### config.mk
export PLATFORM = sky130hd
export DESIGN_NAME = zbt_host_ctrl
export DESIGN_NICKNAME = d
export VERILOG_FILES = /design/src/rtl/zbt_host_pkg.sv /design/src/rtl/zbt_burst_judge.sv /design/src/rtl/zbt_align_pipe.sv /design/src/rtl/zbt_host_ctrl.sv
export SDC_FILE = /design/constraint.sdc
export NUM_CORES = 1
export LEC_CHECK = 0
export BUFFER_PORTS_ARGS = -buffer_cell sky130_fd_sc_hd__buf_4
export CAP_MARGIN = 20
export CORE_MARGIN = 4
export CORE_UTILIZATION = 52
export DETAILED_ROUTE_END_ITERATION = 6
export GPL_TIMING_DRIVEN = 0
export PLACE_DENSITY = 0.82
export SYNTH_ARGS = -nofsm -noshare
export SYNTH_HDL_FRONTEND = slang
export SYNTH_SLANG_ARGS = --single-unit
### constraint.sdc
create_clock -name clk -period 8.3 [get_ports clk]
set_input_delay 1.66 -clock clk [delete_from_list [all_inputs] [get_ports clk]]
set_output_delay 1.66 -clock clk [all_outputs]
set_load 0.005 [all_outputs]
### src/rtl/zbt_host_pkg.sv
package zbt_host_pkg;
  typedef enum logic [1:0] {
    OP_IDLE = 2'd0,
    OP_RD   = 2'd1,
    OP_WR   = 2'd2
  } op_e;
endpackage

### src/rtl/zbt_burst_judge.sv
module zbt_burst_judge #(
  parameter int AW = 18,
  parameter int BURST_LEN = 4
) (
  input  logic          clk,
  input  logic          rst_n,
  input  logic          step,
  input  logic          issue,
  input  logic          is_wr,
  input  logic [AW-1:0] addr,
  output logic          adv
);
  localparam int BB = $clog2(BURST_LEN);

  logic          prev_v;
  logic          prev_wr;
  logic [AW-1:0] prev_addr;

  // advance only inside one aligned block, same direction, next word
  always_comb begin
    adv = issue && prev_v && (prev_wr == is_wr) &&
          (addr == prev_addr + AW'(1)) && (addr[BB-1:0] != '0);
  end

  always_ff @(posedge clk) begin
    if (!rst_n) begin
      prev_v    <= 1'b0;
      prev_wr   <= 1'b0;
      prev_addr <= '0;
    end else if (step) begin
      prev_v    <= issue;
      prev_wr   <= is_wr;
      prev_addr <= addr;
    end
  end
endmodule

### src/rtl/zbt_align_pipe.sv
module zbt_align_pipe
  import zbt_host_pkg::*;
#(
  parameter int DW = 32,
  parameter int DEPTH = 2
) (
  input  logic          clk,
  input  logic          rst_n,
  input  logic          step,
  input  op_e           head_op,
  input  logic [DW-1:0] head_data,
  output op_e           tail_op,
  output logic [DW-1:0] tail_data
);
  op_e           op_q  [DEPTH];
  logic [DW-1:0] dat_q [DEPTH];

  for (genvar i = 0; i < DEPTH; i++) begin : g_stage
    op_e           op_in;
    logic [DW-1:0] dat_in;
    if (i == 0) begin : g_first
      assign op_in  = head_op;
      assign dat_in = head_data;
    end else begin : g_next
      assign op_in  = op_q[i-1];
      assign dat_in = dat_q[i-1];
    end
    always_ff @(posedge clk) begin
      if (!rst_n) begin
        op_q[i]  <= OP_IDLE;
        dat_q[i] <= '0;
      end else if (step) begin
        op_q[i]  <= op_in;
        dat_q[i] <= dat_in;
      end
    end
  end

  assign tail_op   = op_q[DEPTH-1];
  assign tail_data = dat_q[DEPTH-1];
endmodule

### src/rtl/zbt_host_ctrl.sv
module zbt_host_ctrl
  import zbt_host_pkg::*;
#(
  parameter int AW = 18,
  parameter int DW = 32,
  parameter int LANE = 8,
  parameter int BURST_LEN = 4,
  parameter int LATENCY = 2
) (
  input  logic                 clk,
  input  logic                 rst_n,
  input  logic                 req_valid,
  output logic                 req_ready,
  input  logic [AW-1:0]        req_addr,
  input  logic                 req_write,
  input  logic [DW/LANE-1:0]   req_mask,
  input  logic [DW-1:0]        req_wdata,
  output logic                 rsp_valid,
  input  logic                 rsp_ready,
  output logic [DW-1:0]        rsp_rdata,
  output logic                 mem_clk_en,
  output logic                 mem_sel,
  output logic                 mem_we,
  output logic                 mem_adv,
  output logic [AW-1:0]        mem_addr,
  output logic [DW/LANE-1:0]   mem_be,
  output logic [DW-1:0]        mem_dq_out,
  output logic                 mem_dq_oe,
  input  logic [DW-1:0]        mem_dq_in
);
  localparam int NB = DW / LANE;

  logic          step;
  logic          issue;
  op_e           head_op;
  op_e           tail_op;
  logic [DW-1:0] tail_data;
  logic [DW-1:0] head_data;
  logic          adv;

  // freeze the memory and the tracking while a read word waits
  assign step  = !((tail_op == OP_RD) && !rsp_ready);
  assign issue = req_valid && step;

  always_comb begin
    head_op   = OP_IDLE;
    head_data = '0;
    if (issue) begin
      head_op = req_write ? OP_WR : OP_RD;
      if (req_write) head_data = req_wdata;
    end
  end

  zbt_burst_judge #(.AW(AW), .BURST_LEN(BURST_LEN)) u_judge (
    .clk   (clk),
    .rst_n (rst_n),
    .step  (step),
    .issue (issue),
    .is_wr (req_write),
    .addr  (req_addr),
    .adv   (adv)
  );

  zbt_align_pipe #(.DW(DW), .DEPTH(LATENCY)) u_pipe (
    .clk       (clk),
    .rst_n     (rst_n),
    .step      (step),
    .head_op   (head_op),
    .head_data (head_data),
    .tail_op   (tail_op),
    .tail_data (tail_data)
  );

  assign req_ready  = step;
  assign mem_clk_en = step;
  assign mem_sel    = issue;
  assign mem_we     = issue && req_write;
  assign mem_adv    = adv;
  assign mem_addr   = issue ? req_addr : '0;
  assign mem_be     = (issue && req_write) ? req_mask : {NB{1'b0}};
  assign mem_dq_oe  = (tail_op == OP_WR);
  assign mem_dq_out = mem_dq_oe ? tail_data : '0;
  assign rsp_valid  = (tail_op == OP_RD);
  assign rsp_rdata  = mem_dq_in;
endmodule


Word level (Yosys, flattened, before mapping)
Memory sizes are Yosys's and may differ from the RTL's.
Index checks and enable logic that the tools add are counted.
Cells by class
  bitwise logic cells: 4
  $add $sub $neg: 1
  equal/unequal tests: 4
  multiplexer cells: 15
  reduce and logical (&&, ||, !) cells: 10
Operator list (number)
  $mux W32: 5
  $add A18 B1 Y18 const B: 1
  $eq A18 B18 Y1: 1
  $mux W18: 1
  $mux W2: 4
  $logic_and A1 B1 Y1: 7
  $mux W1: 4
  $mux W4: 1
  $or A1 B1 Y1: 4
  $eq A2 B1 Y1 const B: 1
  $eq A2 B2 Y1 const B: 1
  $logic_not A1 Y1: 2
  $reduce_bool A2 Y1: 1
  $eq A1 B1 Y1: 1
Word-level totals
  register bits after elaboration: 20
  bits in writable memories: 68
  output and inout bits: 93
  word-level logic and storage cells: 39
  memories kept: 2
Memories
  u_pipe.dat_q: depth 2, bits a word 32, rd ports 2, clocked after Yosys merged registers in 0, write ports 2, line zbt_align_pipe.sv:16  | logic [DW-1:0] dat_q [DEPTH];
  u_pipe.op_q: depth 2, bits a word 2, rd ports 2, clocked after Yosys merged registers in 0, write ports 2, line zbt_align_pipe.sv:15  | op_e op_q [DEPTH];

Logic depth before layout (Yosys ltp)
  depth after elaboration: 8
  gate-level depth with buffers: 9
  gate-level depth less buffers: 8

Cells and area by module
A second synthesis with hierarchy kept.
Second synthesis, totals
  cells, all modules: 488
  area total of the unflattened synthesis: 5039.8 µm²
Modules (own cells, without submodules)
  zbt_align_pipe: cells an instance 151, area each 2562.5 µm², sequential area each 2042.0 µm², instances 1
  zbt_burst_judge: cells an instance 156, area each 1410.1 µm², sequential area each 400.4 µm², instances 1
  zbt_host_ctrl: cells an instance 181, area each 1067.3 µm², sequential area each 0.0 µm², instances 1

Worst setup path before layout
No wires, ideal clock.
  path type: input -> output
  start point: in req_addr[14]
  end point: out mem_adv
  slack: 3814 ps
  stages on the path: 6
  data required time: 6640 ps
  arrival: 2826 ps
  buffers on the path: 0
  path through: xnor2_1 > xor2_1 > o311a_1 > nor4_1 > nand4_1 > nor3_2
Between the ends
  longest elaborated chain between the ends: 3
RTL lines
  start: declaration: line zbt_host_ctrl.sv:14  | input logic [AW-1:0] req_addr,
  $eq A18 B18 Y1: line zbt_burst_judge.sv:22  | (addr == prev_addr + AW'(1)) && (addr[BB-1:0] != '0);
  $logic_and A1 B1 Y1: line zbt_burst_judge.sv:21  | adv = issue && prev_v && (prev_wr == is_wr) &&
  $logic_and A1 B1 Y1: line zbt_burst_judge.sv:22
  end: declaration: line zbt_host_ctrl.sv:24  | output logic mem_adv,
Every way passes these cells.

Worst setup path after layout
Same ends and word-level chain as after synthesis.

==> reports/qor.txt <==
max-slew violations: 0
Power Internal: 0.702 mW
Final HPWL DP: 8.02 mm
layout cell share with drive strength beyond 1: 36.1%
Layout Nets: 675
vias in the first global route: 3533
worst path arrival time: 3.26 ns
Core Area: 0.00834 sq mm
Core Util, Final: 71.7%
Post-CTS Setup Repair Bufs: 0
Fillers: 616
cell count after synthesis: 421
status: finished clean
# DRC: 0
relative slew slack: 59.9%
Flop pwr share: 54.4%
simple-gate area share of the yosys netlist: 26.4%
Total Negative Setup Slacks: 0 ns
Peak supply drop: 0.110 mV
Critical Path Fanout Max: 3
met2 usage: 37.4%
post-layout minimum cycle time: 4.92 ns
Sw Pwr: 0.218 mW
Crit path depth: 8
PortBufs: 150
Vias: 3589
hold path cells: 2
Final Skew: 0.0157 ns
clock slew at the register clock pins of the worst setup and hold paths: 0.08 ns
Worst setup SP type: input port
Yosys top cell by area: edfxtp_1
XOR/XNOR share of the synthesized area: 4.66%
Antenna Cells: 0
largest net degree at the start of global routing: 45
dpl cell area: 0.00579 sq mm
Die Y: 101 um
GRT Max-Usage Layer: met2
EDFF count, synth: 68
Row Count: 33
# IOs: 184
P&R area growth vs syn: 32.7%
Setup Crit Path Kind: input port to output port
largest cells by area after synthesis: edfxtp_1, and3_1, dfxtp_1
yosys warns: 0
post-route ant nets: 0
max-cap check violation count: 0
drt wl/cell: 15.3 um
crit-path cells: buf_4 > xnor2_1 > xor2_1 > o311a_1 > nor4_1 > nand4_1 > nor3_2 > buf_4
first-pass GRT wire length: 16.7 mm
final hold violation count: 0
cell area after layout: 0.00598 sq mm
CTS H-tree depth: 3
Root Driver: clkbuf_8
static leakage: 2.96 nW
Hold-fix buffers, CTS: 0
worst slack at placement: 3.38 ns
max incr delay on CP: 0.30 ns
GRT Overall Usage: 20.8%
initial antenna violation count: 0
RePlAce Congestion: 0.879
sequential-to-total area share from yosys stat: 54.2%
Die ar.: 0.0102 sq mm
worst slew pin tran: 0.600 ns
Starting DRT DRC Count: 164
period utilization: 59.3%
largest family of logic cells by synthesized area: simple AND/OR/NAND/NOR gates
Synth Area in Compound Gates: 5.75%
critical path's top delay family: simple AND/OR/NAND/NOR gates
CP Buf/Inv Count: 2
CTS tree: yes
synthesized flop and latch total: 88
Initial Util: 54.1%
CTS sink cnt: 88
hold_ws: 0.481 ns
clock buffer count from CTS: 9
RSZ-0062 raised after global routing: false
# setup viols final: 0
Clock power frac: 31.9%
Power Density: 154 mW/mm^2
CP required: 6.64 ns
clk buf depth: 2
CP max stage cell: o311a_1
syn_nets: 513
setup slack after layout: 3.38 ns
CTS resizes: 0
CP dominant cell by count: buf_4
total grt overflow: 0
Logic pwr share: 13.7%
adder-cell area share of the yosys netlist: 0.278%
met1 GRT Util: 24.9%
worst r2r path cells: 5
ys flop type: edfxtp_1
mux contribution to synthesized area: 0.222%
top cell type's share of synthesized area: 45.3%
Crit. End Element: output port
M3 GR Usage: 3.39%
synthesized area per cell: 10.7 sq um
post-DR vias/cell: 5.18
Synth async-reset ratio: 0%
Fmax achieved: 203 MHz
clk_lat worst skew: 0.36 ns
Post-Syn Area: 0.00451 sq mm
Switching Fraction: 23.7%
Cell variety after synth: 42
Die W: 101 um
Pre-antenna DRT Iters: 4
R2R setup slack: 5.79 ns
WL final: 10.6 mm
HP Class: register to register
[worst min-delay path, delay by kind of cell (launching register included)]
| family | cells | cell delay [ns] |
|---|---|---|
| AND/OR/NAND/NOR | 1 | 0.05 |
| flip-flops | 1 | 0.33 |
| AO/OA/AOI/OAI | 1 | 0.06 |
[state kept, by name, summed over array words and instances (netlist names)]
signal	flops
u_judge.prev_addr	18
u_judge.prev_v	1
u_judge.prev_wr	1
u_pipe.dat_q	64
u_pipe.op_q	4
[stage by stage]
stage / instances / power (mW)
after floorplan: 421 / 0.572
after global placement: 676 / 0.631
after detailed placement: 677 / 0.637
after CTS: 693 / 0.925
after global routing: 693 / 0.961
final: 693 / 0.920
[cell usage in the layout, fill, tap and decap left out, drive strengths merged, types with 2 or more instances in the layout]
cell type / n
clkbuf: 37
nand2b: 2
nor4: 3
nand2: 46
nand3: 5
nor2: 4
edfxtp: 68
nor2b: 4
clkinv: 3
a31oi: 3
a21boi: 19
a21oi: 6
and2: 38
dfxtp: 20
inv: 7
and3: 85
nor3: 5
buf: 186
nand4: 6
xor2: 6
xnor2: 18
[per-layer routing]
| metal | vias up | wire length [um] |
|---|---|---|
| li1 | 1768 | - |
| met1 | 1646 | 3860 |
| met2 | 162 | 5610 |
| met3 | 13 | 945 |
| met4 | 0 | 156 |
| met5 | - | 0 |
[cells in the mapped netlist, drive strengths merged (6+ instances only)]
cell / n
nand2: 46
and3: 85
a21oi: 6
a21boi: 19
buf: 35
edfxtp: 68
and2: 38
clkbuf: 28
xnor2: 18
dfxtp: 20
nand4: 6
xor2: 6
[path summary, 6_finish.rpt]
kind,startpoint,to
worst max-delay path,req_addr[14],mem_adv
worst min-delay path,u_judge.prev_wr$_SDFFE_PN0N_,u_judge.prev_wr$_SDFFE_PN0N_
worst max register to register,u_pipe.op_q[1][1]$_SDFFCE_PN0P_,u_pipe.dat_q[1][5]$_SDFFCE_PN0P_
worst min register to register,u_judge.prev_wr$_SDFFE_PN0N_,u_judge.prev_wr$_SDFFE_PN0N_
[cell families after synthesis]
kind of cell | after synthesis
AO/OA/AOI/OAI | 36
XOR/XNOR | 24
adder cells (fa/ha/maj) | 1
buffers and inverters | 68
flip-flops | 88
multiplexers | 1
AND/OR/NAND/NOR | 203
[cell type report]
type / instances / area [sq um] / area share [%]
flip-flops and latches: 88 / 2440 / 40.8
multi-input cells: 265 / 1690 / 28.2
repair buffers: 151 / 1150 / 19.2
plain buffers: 63 / 364 / 6.09
well taps: 105 / 131 / 2.20
clock buffers: 9 / 124 / 2.07
clock inverters: 7 / 68.8 / 1.15
inverters: 5 / 18.8 / 0.314
[power by group through the flow]
stage / Combinational [mW] / Sequential [mW] / Clock (mW)
finish: 0.126 / 0.500 / 0.293
global placement: 0.121 / 0.509 / 0
floorplan: 0.0642 / 0.508 / 0
detailed placement: 0.127 / 0.510 / 0
global route: 0.139 / 0.502 / 0.320
CTS: 0.127 / 0.500 / 0.298
(Power assumes the default switching activity.)
